### src/rtl/tcam_pkg.sv
// Shared widths, ring codes and field positions for the thread context matcher.
// Assumes a 32-bit context word with the valid flag in the top logical bit.
package tcam_pkg;
    parameter int BLK_W    = 4;
    parameter int IDX_W    = 19;
    parameter int TID_IN_W = 16;
    parameter int TID_W    = 7;
    parameter int LS_W     = 8;
    parameter int WORD_W   = 32;
    parameter int NRING    = 4;

    localparam int CAM_W     = BLK_W + IDX_W;
    localparam int VALID_BIT = WORD_W - 1;
    localparam int RSEL_W    = $clog2(NRING);

    typedef enum logic [1:0] {
        RING_USER = 2'd0,
        RING_OS   = 2'd1,
        RING_POOL = 2'd2,
        RING_PHYS = 2'd3
    } ring_e;
endpackage

### src/rtl/tcam_ctx_store.sv
// Holds the per-ring context words as loaded, in big-endian memory order,
// and presents each one in logical (host) bit order.
// Assumes the word width is a whole number of bytes.
module tcam_ctx_store
    import tcam_pkg::*;
#(
    parameter int W  = WORD_W,
    parameter int NR = NRING
) (
    input  logic                   clk,
    input  logic                   rst_n,
    input  logic                   we,
    input  logic [$clog2(NR)-1:0]  sel,
    input  logic [W-1:0]           wdata,
    output logic [NR-1:0][W-1:0]   words
);
    localparam int NBYTE = W / 8;

    logic [NR-1:0][W-1:0] raw_q;

    // Load one raw word per write strobe, clear all on reset.
    always_ff @(posedge clk) begin
        if (!rst_n) begin
            raw_q <= '0;
        end else if (we) begin
            raw_q[sel] <= wdata;
        end
    end

    // Reorder bytes so the first memory byte lands in the top logical byte.
    for (genvar r = 0; r < NR; r++) begin : g_ring
        for (genvar b = 0; b < NBYTE; b++) begin : g_byte
            assign words[r][W-1-8*b -: 8] = raw_q[r][8*b +: 8];
        end
    end
endmodule

### src/rtl/tcam_hw_line.sv
// Builds the thread's own hardware CAM line: the block id above an index
// that has a marker bit just above the low thread id bits.
// Assumes the index is wider than the thread id field plus the marker.
module tcam_hw_line
    import tcam_pkg::*;
#(
    parameter int BW  = BLK_W,
    parameter int IW  = IDX_W,
    parameter int TIW = TID_IN_W,
    parameter int TW  = TID_W
) (
    input  logic [BW-1:0]    blk_id,
    input  logic [TIW-1:0]   thread_id,
    output logic [BW+IW-1:0] cam
);
    localparam int PAD_W = IW - TW - 1;

    logic [IW-1:0]      idx;
    logic [TIW-TW-1:0]  unused_tid_hi;

    // Assemble the index: zero pad, marker bit, low thread id bits.
    always_comb begin
        idx = {{PAD_W{1'b0}}, 1'b1, thread_id[TW-1:0]};
        cam = {blk_id, idx};
    end

    assign unused_tid_hi = thread_id[TIW-1:TW];
endmodule

### src/rtl/tcam_ring_eval.sv
// Combinational ring match: evaluates each ring's hit and applies the fixed
// priority physical > pool > OS for format 0, or the user rule for format 1.
// Assumes logical words with valid at the top bit, CAM and server in low bits.
module tcam_ring_eval
    import tcam_pkg::*;
#(
    parameter int W   = WORD_W,
    parameter int CW  = CAM_W,
    parameter int LW  = LS_W
) (
    input  logic [NRING-1:0][W-1:0] words,
    input  logic [CW-1:0]           hw_cam,
    input  logic [CW-1:0]           tgt_cam,
    input  logic                    fmt,
    input  logic                    ign,
    input  logic [LW-1:0]           ls,
    output logic                    hit,
    output logic [1:0]              ring,
    output logic                    unsup
);
    logic [NRING-1:0] cam_hit;
    logic             phys_hit;
    logic             user_hit;
    logic [W-CW-2:0]  unused_mid_cam [NRING];
    logic [W-LW-2:0]  unused_mid_ls;

    // Physical ring compares against the derived hardware line.
    assign phys_hit = words[RING_PHYS][VALID_BIT] && (tgt_cam == hw_cam);

    // Pool and OS rings compare against their stored CAM fields.
    for (genvar r = 0; r < NRING; r++) begin : g_cam
        if (r == int'(RING_POOL) || r == int'(RING_OS)) begin : g_cmp
            assign cam_hit[r] = words[r][VALID_BIT] && (words[r][CW-1:0] == tgt_cam);
        end else begin : g_none
            assign cam_hit[r] = 1'b0;
        end
        assign unused_mid_cam[r] = words[r][W-2:CW];
    end

    // User ring needs an OS hit plus a valid user word with equal server number.
    assign user_hit = cam_hit[RING_OS] && words[RING_USER][VALID_BIT]
                   && (words[RING_USER][LW-1:0] == ls);
    assign unused_mid_ls = words[RING_USER][W-2:LW];

    // Select the outcome by format, ignore mode and ring priority.
    always_comb begin
        hit   = 1'b0;
        ring  = RING_USER;
        unsup = 1'b0;
        if (fmt) begin
            if (user_hit) begin
                hit  = 1'b1;
                ring = RING_USER;
            end
        end else if (ign) begin
            unsup = 1'b1;
        end else if (phys_hit) begin
            hit  = 1'b1;
            ring = RING_PHYS;
        end else if (cam_hit[RING_POOL]) begin
            hit  = 1'b1;
            ring = RING_POOL;
        end else if (cam_hit[RING_OS]) begin
            hit  = 1'b1;
            ring = RING_OS;
        end
    end
endmodule

### src/rtl/tcam_matcher.sv
// Top of the thread context CAM matcher: context store, hardware line build,
// ring evaluation and a one-cycle result register.
// Assumes requests and context loads are single-cycle strobes on clk.
module tcam_matcher
    import tcam_pkg::*;
(
    input  logic                clk,
    input  logic                rst_n,
    input  logic [BLK_W-1:0]    blk_id,
    input  logic [TID_IN_W-1:0] thread_id,
    input  logic                ctx_we,
    input  logic [RSEL_W-1:0]   ctx_sel,
    input  logic [WORD_W-1:0]   ctx_wdata,
    input  logic                req_valid,
    input  logic                req_fmt,
    input  logic                req_ign,
    input  logic [BLK_W-1:0]    req_blk,
    input  logic [IDX_W-1:0]    req_idx,
    input  logic [LS_W-1:0]     req_ls,
    output logic                res_valid,
    output logic                res_match,
    output logic [1:0]          res_ring,
    output logic                res_unsup,
    output logic [CAM_W-1:0]    hw_cam
);
    logic [NRING-1:0][WORD_W-1:0] words;
    logic                         ev_hit;
    logic [1:0]                   ev_ring;
    logic                         ev_unsup;

    tcam_ctx_store #(.W(WORD_W), .NR(NRING)) u_store (
        .clk   (clk),
        .rst_n (rst_n),
        .we    (ctx_we),
        .sel   (ctx_sel),
        .wdata (ctx_wdata),
        .words (words)
    );

    tcam_hw_line #(.BW(BLK_W), .IW(IDX_W), .TIW(TID_IN_W), .TW(TID_W)) u_line (
        .blk_id    (blk_id),
        .thread_id (thread_id),
        .cam       (hw_cam)
    );

    tcam_ring_eval #(.W(WORD_W), .CW(CAM_W), .LW(LS_W)) u_eval (
        .words   (words),
        .hw_cam  (hw_cam),
        .tgt_cam ({req_blk, req_idx}),
        .fmt     (req_fmt),
        .ign     (req_ign),
        .ls      (req_ls),
        .hit     (ev_hit),
        .ring    (ev_ring),
        .unsup   (ev_unsup)
    );

    // Register the outcome of each request; hold it between requests.
    always_ff @(posedge clk) begin
        if (!rst_n) begin
            res_valid <= 1'b0;
            res_match <= 1'b0;
            res_ring  <= 2'd0;
            res_unsup <= 1'b0;
        end else begin
            res_valid <= req_valid;
            if (req_valid) begin
                res_match <= ev_hit;
                res_ring  <= ev_ring;
                res_unsup <= ev_unsup;
            end
        end
    end
endmodule

### config.mk
export PLATFORM = sky130hd
export DESIGN_NAME = tcam_matcher
export DESIGN_NICKNAME = d
export VERILOG_FILES = /design/src/rtl/tcam_pkg.sv /design/src/rtl/tcam_ctx_store.sv /design/src/rtl/tcam_hw_line.sv /design/src/rtl/tcam_ring_eval.sv /design/src/rtl/tcam_matcher.sv
export SDC_FILE = /design/constraint.sdc
export NUM_CORES = 1
export LEC_CHECK = 0
export BUFFER_PORTS_ARGS = -buffer_cell sky130_fd_sc_hd__buf_4
export CAP_MARGIN = 10
export CORE_ASPECT_RATIO = 1.1
export CORE_MARGIN = 5
export CORE_UTILIZATION = 40
export DETAILED_ROUTE_END_ITERATION = 8
export GPL_TIMING_DRIVEN = 0
export RECOVER_POWER = 25
export REMOVE_ABC_BUFFERS = 1
export SLEW_MARGIN = 20
export SYNTH_ARGS = -nofsm -noshare
export SYNTH_HDL_FRONTEND = slang
export SYNTH_HIERARCHICAL = 1
export SYNTH_SLANG_ARGS = --single-unit
### constraint.sdc
create_clock -name clk -period 3.5 [get_ports clk]
set_input_delay 0.175 -clock clk [delete_from_list [all_inputs] [get_ports clk]]
set_output_delay 0.175 -clock clk [all_outputs]
set_load 0.03 [all_outputs]
# After elaboration in Yosys (flattened, before gate mapping)
# Index checks and enable logic that the tools add are counted.
dict set report totals {
  ff_bits 133
  in_bits 91
}
dict set report op_classes {
  n_mux 16
  n_reduce_logical 6
  magnitude_cmp 2
  eq_ne 4
}
# cell count
set ops {}
lappend ops {{bitwise mux 128 bit} 1}
lappend ops {{equality test 23 bit} 3}
lappend ops {{demux 32 bit (select 2 bit)} 1}
lappend ops {{2-to-1 mux 32 bit} 1}
lappend ops {{2-to-1 mux 1 bit} 9}
lappend ops {{equality test 8 bit} 1}
lappend ops {{2-to-1 mux 2 bit} 4}
lappend ops {{logical AND 1 bit} 6}
lappend ops {{less-than comparator 2 x 3 -> 1 bit, second input constant} 1}
lappend ops {{>= comparator 2 x 1 -> 1 bit, second input constant} 1}

# Longest topological paths before layout
# Gate-level depths: netlist of the first run.
dict set report logic_depth {
  ltp_word 7
  ltp_mapped 9
  ltp_nobuf 8
}

# Cells and area by module
# The synthesis of the first run kept the hierarchy.
# module area_each_um2 instances seq_area_each_um2 cells_per_inst
set modules_own_cells {}
lappend modules_own_cells {tcam_ctx_store 4789.6 1 2562.5 453}
lappend modules_own_cells {tcam_ring_eval 907.1 1 0.0 112}
lappend modules_own_cells {tcam_matcher 183.9 1 100.1 15}
lappend modules_own_cells {tcam_hw_line 180.2 1 0.0 25}

# Worst setup path after synthesis of the first run
# OpenSTA, ideal clock, no wires.
dict set report synth_timing {
  path_kind {input -> register}
  startpoint {in blk_id[3]}
  endpoint {reg res_ring[0]}
  path_stages 8
  slack_ns 1.855
  t_arrival_ns 1.580
  t_required_ns 3.435
  path_cell_list {buf_4 -> xor2_1 -> nor4_1 -> nand4_1 -> or3_4 -> a211oi_1 -> mux2i_1 -> nor2b_1}
}
dict set report synth_via {
  elab_chain_cells 5
}
# element line_no
set synth_lines {}
lappend synth_lines {{start: declaration} tcam_matcher.sv:9} ;# input logic [BLK_W-1:0] blk_id,
lappend synth_lines {{equality test 23 bit} tcam_ring_eval.sv:28} ;# assign phys_hit = words[RING_PHYS][VALID_BIT] && (tgt_cam == hw_cam);
lappend synth_lines {{logical AND 1 bit} tcam_ring_eval.sv:28}
lappend synth_lines {{2-to-1 mux 2 bit} tcam_ring_eval.sv:57} ;# end else if (phys_hit) begin
lappend synth_lines {{2-to-1 mux 2 bit} tcam_ring_eval.sv:55} ;# end else if (ign) begin
lappend synth_lines {{2-to-1 mux 2 bit} tcam_ring_eval.sv:50} ;# if (fmt) begin
lappend synth_lines {{net ev_ring[0]} tcam_matcher.sv:28} ;# logic [1:0] ev_ring;
lappend synth_lines {{end signal: assignment} tcam_matcher.sv:69} ;# res_ring <= ev_ring;
lappend synth_lines {{end: declaration} tcam_matcher.sv:22} ;# output logic [1:0] res_ring,
# The timed path passes the listed nets, and every way through them passes these cells.
# A chain may end at the register's enable or synchronous reset.

# Final worst setup path of the first run
dict set report layout_timing {
  startpoint {reg u_store.raw_q (netlist bit u_store/words[50])}
  endpoint {reg res_ring[0]}
}
dict set report layout_via {
  elab_chain_cells 7
}
# element line_no
set layout_lines {}
lappend layout_lines {{start: declaration} tcam_ctx_store.sv:19} ;# logic [NR-1:0][W-1:0] raw_q;
lappend layout_lines {{start signal: indexed assignment} tcam_ctx_store.sv:26} ;# raw_q[sel] <= wdata;
lappend layout_lines {{equality test 23 bit} tcam_ring_eval.sv:33} ;# assign cam_hit[r] = words[r][VALID_BIT] && (words[r][CW-1:0] == tgt_cam);
lappend layout_lines {{logical AND 1 bit} tcam_ring_eval.sv:33}
lappend layout_lines {{2-to-1 mux 1 bit} tcam_ring_eval.sv:63} ;# end else if (cam_hit[RING_OS]) begin
lappend layout_lines {{2-to-1 mux 2 bit} tcam_ring_eval.sv:60} ;# end else if (cam_hit[RING_POOL]) begin
lappend layout_lines {{2-to-1 mux 2 bit} tcam_ring_eval.sv:57}
lappend layout_lines {{2-to-1 mux 2 bit} tcam_ring_eval.sv:55}
lappend layout_lines {{2-to-1 mux 2 bit} tcam_ring_eval.sv:50}
lappend layout_lines {{net ev_ring[0]} tcam_matcher.sv:28}
# The timed path passes the listed nets, and every way through them passes these cells.

==> metrics, run 1 <==
status finished, violations left; failing checks capacitance limit, slew limit; post-cts sizing count 0; DIE WIDTH 100.6 um; Post-Syn Area per Cell 9.474 um^2; Rel. slew slack -10.74%; routed vias/inst 4.670; worst slew pin tran 1.661 ns; Post-CTS Setup Inserts 0; synth warn 6; 1st-iter DRT viols 55; RSZ-0062 raised after global routing no; crit start category register; pin count of the biggest net entering global routing 88; commonest cells after routing, fill and taps aside nand2_1, buf_4, dfxtp_1; crit end category register; DR pass1 iterations 4; critical path type register to register; WL final 8643 um; all-layer global routing usage 16.06%; Clock Path Buffers 2; Switch Pwr 459.3 uW; Setup TNS Final 0 ns; Sw Ratio 26.23%; fin cells 563; Routability Congestion 0.7373; PD cells roughly 410 nW/um^2; critical path fanouts, max 3; dpl cells 547; Final setup viols 0; CP required 3.77 ns; clock latency on the worst-skew pair 0.34 ns; Post-DRT Antenna Nets 0; Lkg Pwr around 0.002 uW; drc violations 0; H-tree depth 3; internal power approximately 1300 uW; Rows 36; die height between 100 and 150 um; Final Max Tran Viols 88; Clk pwr share roughly two fifths; total die area 11030 um^2; total vias in the final route 2629; core footprint 8828 um^2; Crit path arrival time 2.47 ns; Clk Tree Root Cell clkbuf_8; # IOs 119; clk slew on worst S/H paths ~0.070 ns; Fin Hold WS roughly 0.11 ns; ANT cells 0; hold_buf cts 0; drt wl/cell 15.35 um; global-route wire length before repair 13590 um; clock buffer count from CTS 9; TritonCTS clock tree yes; Comb pwr share ~16%; clock sinks 63; vias in the first global route 2723; final period utilization 62.85%; final-layout fill cell count between 900 and 1000; Tmin final 2.200 ns; Fmax around 0.45 GHz; Area Growth Syn to Fin 18.06%; clk_skew 0.007419 ns; share of cells above drive strength 1 22.94%; Initial Utilization roughly two fifths; Synth Cell Area 3610 um^2; total grt overflow 0; Hold Fails Final Rpt 0; worst hold path type input pin to register; IO buf count 89; post-synthesis cell count 381; initial antenna violation count 0; fin nets 535; Max IR drop VDD about 0.21 mV; leading cell type in the layout, fill and taps excluded nand2_1; Reg power frac 43.2%; post-DP HPWL 6769 um; number of max-cap violations 1
worst paths after layout:
path | start | endpoint | slack (ns) | cells past startpoint
setup reg to reg | u_store/words[50]$_SDFFE_PN0P_ | res_ring[0]$_SDFFE_PN0P_ | 1.30 | 8
hold reg to reg | u_store/words[95]$_SDFFE_PN0P_ | u_store/words[95]$_SDFFE_PN0P_ | 0.47 | 2
setup / recovery | u_store/words[50]$_SDFFE_PN0P_ | res_ring[0]$_SDFFE_PN0P_ | 1.30 | 8
hold / removal | ctx_wdata[19] | u_store/words[75]$_SDFFE_PN0P_ | 0.11 | 3
registers in the layout, summed over array words and instances, names as in the netlist:
register / flops
u_store/words: 58
res_ring: 2
res_match: 1
res_unsup: 1
res_valid: 1
critical path: stages, from the launching register on:
cell and delay [ns]:
dfxtp_1 0.32, xor2_1 0.14, nor4_1 0.53, nand4_1 0.21, nor3_1 0.33, nand2_1 0.08, a211oi_1 0.29, mux2i_1 0.12
nor2b_1 0.11
final cells by class:
cell class,count,area [um^2],share of cell area [%]
multi-input cells,277,1951,45.77
repair buffers,93,684.4,16.06
clock buffers,11,141.4,3.318
clock inverters,5,81.33,1.908
flip-flops and latches,63,1261,29.59
well taps,114,142.6,3.347
metal layers:
layer | GRT usage [%] | part of all wire [%] | vias up
li1 | - | - | 1340
met4 | 5.775 | 0.56 | 0
met2 | 27.32 | 51 | 73
met1 | 19.72 | 42 | 1214
met5 | 0 | 0 | -
met3 | 3.934 | 6.7 | 2
stage by stage:
stage	area, um^2	utilization [%]	power [uW]	setup WS (ns)
after CTS	4305	48.77	1774	1.402
after global routing	4262	48.27	1828	1.098
final	4262	48.27	1751	1.300
after floorplan	3212	-	903.1	1.911
after global placement	4023	45.56	1060	1.362
after detailed placement	4083	46.24	1066	1.388
power groups by stage:
stage	Combinational, uW	Sequential (uW)	Clock [uW]
final	287	756	708
after global routing	312	759	756
after CTS	294	756	723
after detailed placement	293	773	0
after global placement	288	772	0
after floorplan	131	772	0
Power figures use the tool's default switching activity.
==> inputs of run 2 (changes only) <==
- clock period: 3.5 -> 2.15 ns (I/O delays scaled with it)
==> run 2 against run 1 <==
The flow still finishes with violations (capacitance limit, slew limit). Critical endpoint unchanged. Cell area increased by 0.26%. Largest power group unchanged. Highest routed layer unchanged. Final cell count is the same. Flip-flop and latch count unchanged.
==> metrics, run 2 (synthesis gave the netlist of run 1 again) <==
Reg-to-Reg Start u_store/words[50]$_SDFFE_PN0P_; TritonCTS clock tree yes; worst slew pin tran 1.668 ns (+0.006557 ns); CP bufs+invs 0 (unchanged); Routability Congestion 0.7373 (unchanged); WL met3 490 um (-16%); status finished, violations left; number of max-cap violations 1 (unchanged); commonest cells after routing, fill and taps aside nand2_1, buf_4, dfxtp_1; failing checks capacitance limit, slew limit; RSZ-0062 raised after global routing no; hold_buf cts 0 (unchanged); post-cts sizing count 0 (unchanged); Post-DRT Antenna Nets 0 (unchanged); clock sinks 63 (unchanged); Rel. slew slack -11.18% (-0.44 points); Rows 36 (unchanged); Final Max Tran Viols 88 (unchanged); fin cells 563 (unchanged); Lkg Pwr 0.002036 uW (about the same); internal power 2103 uW (+63%); clk_skew 0.008223 ns (+0.0008043 ns); total die area 11030 um^2 (unchanged); total grt overflow 0 (unchanged); # IOs 119 (unchanged); die height 109.6 um (unchanged); Area Growth Syn to Fin 18.37%; Switch Pwr 748.6 uW (+63%); 1st-iter DRT viols 60 (+9.1%); clock latency on the worst-skew pair 0.34 ns (about the same); Setup TNS Final 0 ns (unchanged); fin nets 535 (unchanged); post-DP HPWL 6769 um (unchanged); Critical Path, Cell by Cell xor2_1, nor4_2, nand4_1, nor3_2, nand2_1, a211oi_1, mux2i_1, nor2b_1; pin count of the biggest net entering global routing 88 (unchanged); initial antenna violation count 0 (unchanged); Fmax 0.5195 GHz (+14%); all-layer global routing usage 16.06% (unchanged); Clk pwr share 40.4% (about the same); Tmin final 1.925 ns (-0.2748 ns); critical path fanouts, max 3 (unchanged); Metal-1 WL 3710 um (+2.1%); critical path type register to register; drc violations 0 (unchanged); max reg flops 58 (unchanged); crit end category register; ANT cells 0 (unchanged); Clock Path Buffers 2 (unchanged); DR pass1 iterations 4 (unchanged); vias in the first global route 2723 (unchanged); Clk Tree Root Cell clkbuf_8; core footprint 8828 um^2 (unchanged); IO buf count 89 (unchanged); Max IR drop VDD 0.3460 mV (+63%); routed vias/inst 4.659 (-0.23%); Comb pwr share 16.4% (about the same); global-route wire length before repair 13590 um (unchanged); Fin Hold WS 0.03920 ns (-0.06863 ns); Reg power frac 43.2% (about the same); Final setup viols 0 (unchanged); Crit path arrival time 2.20 ns (-0.27 ns); WL final 8651 um (about the same); total vias in the final route 2623 (-0.23%); crit path from u_store/words[50]$_SDFFE_PN0P_; Post-CTS Setup Inserts 0 (unchanged); CP delay by family, top simple AND/OR/NAND/NOR gates; clock buffer count from CTS 9 (unchanged); dpl cells 547 (unchanged); slowest stage cell, crit path nor4_2; CP required 2.42 ns (-1.35 ns); PD cells 667.4 nW/um^2 (+62%); H-tree depth 3 (unchanged); setup slack, reg-to-reg 0.22 ns (-1.08 ns); fin util 48.40% (+0.13 points); final period utilization 89.54% (+27 points); drt wl/cell 15.37 um (about the same); Hold Fails Final Rpt 0 (unchanged); leading cell type in the layout, fill and taps excluded nand2_1; uppermost routed layer met4; DIE WIDTH 100.6 um (unchanged); Sw Ratio 26.25% (about the same); clk slew on worst S/H paths 0.07 ns (about the same); Worst Min Path Start ctx_wdata[19]; worst hold path type input pin to register; crit start category register; Initial Utilization 40.89% (unchanged); share of cells above drive strength 1 23.39% (+0.45 points); routed length on met2 4373 um (-0.11%); Largest stage delay, worst path 0.38 ns (-0.15 ns)
[run 2: cell counts in the layout (fill, tap and decap cells not counted)]
Identical to the previous run, type by type.
[run 2: worst register-to-register path, stage by stage (launching register included)]
cell	delay (ns)
dfxtp_1	0.32
xor2_1	0.15
nor4_2	0.39
nand4_1	0.21
nor3_2	0.22
nand2_1	0.07
a211oi_1	0.29
mux2i_1	0.12
nor2b_1	0.11
[run 2: power by group through the flow]
stage	Clock (uW)	Sequential, uW	Combinational [uW]
floorplan	0	1260	213
global placement	0	1260	469
detailed placement	0	1260	476
CTS	1180	1230	479
global route	1230	1240	510
finish	1150	1230	469
[run 2: cell type report]
cell class / instances / area [um^2]
fill: 915 / 4556
clock inverter: 5 / 81.33
multi-input combinational: 277 / 1962
timing repair buffer: 93 / 684.4
sequential: 63 / 1261
tap: 114 / 142.6
clock buffer: 11 / 141.4
[run 2: metal layers]
metal | up-vias | track usage (%)
met4 | 0 | 5.775
met3 | 5 | 3.934
li1 | 1342 | -
met2 | 71 | 27.32
met5 | - | 0
met1 | 1205 | 19.72
[run 2: worst paths after layout]
path,to,cells after the start
setup / recovery,res_ring[0]$_SDFFE_PN0P_,8
hold / removal,u_store/words[75]$_SDFFE_PN0P_,3
hold reg to reg,u_store/words[95]$_SDFFE_PN0P_,2
setup reg to reg,res_ring[0]$_SDFFE_PN0P_,8
[run 2: through the flow]
step / worst slack [ns] / area (um^2) / power [uW]
after detailed placement: 0.05273 / 4083 / 1735
final: 0.2249 / 4273 / 2852
after global routing: 0.02421 / 4273 / 2977
after floorplan: 0.5609 / 3212 / 1470
after CTS: 0.05181 / 4305 / 2887
after global placement: 0.07920 / 4023 / 1726
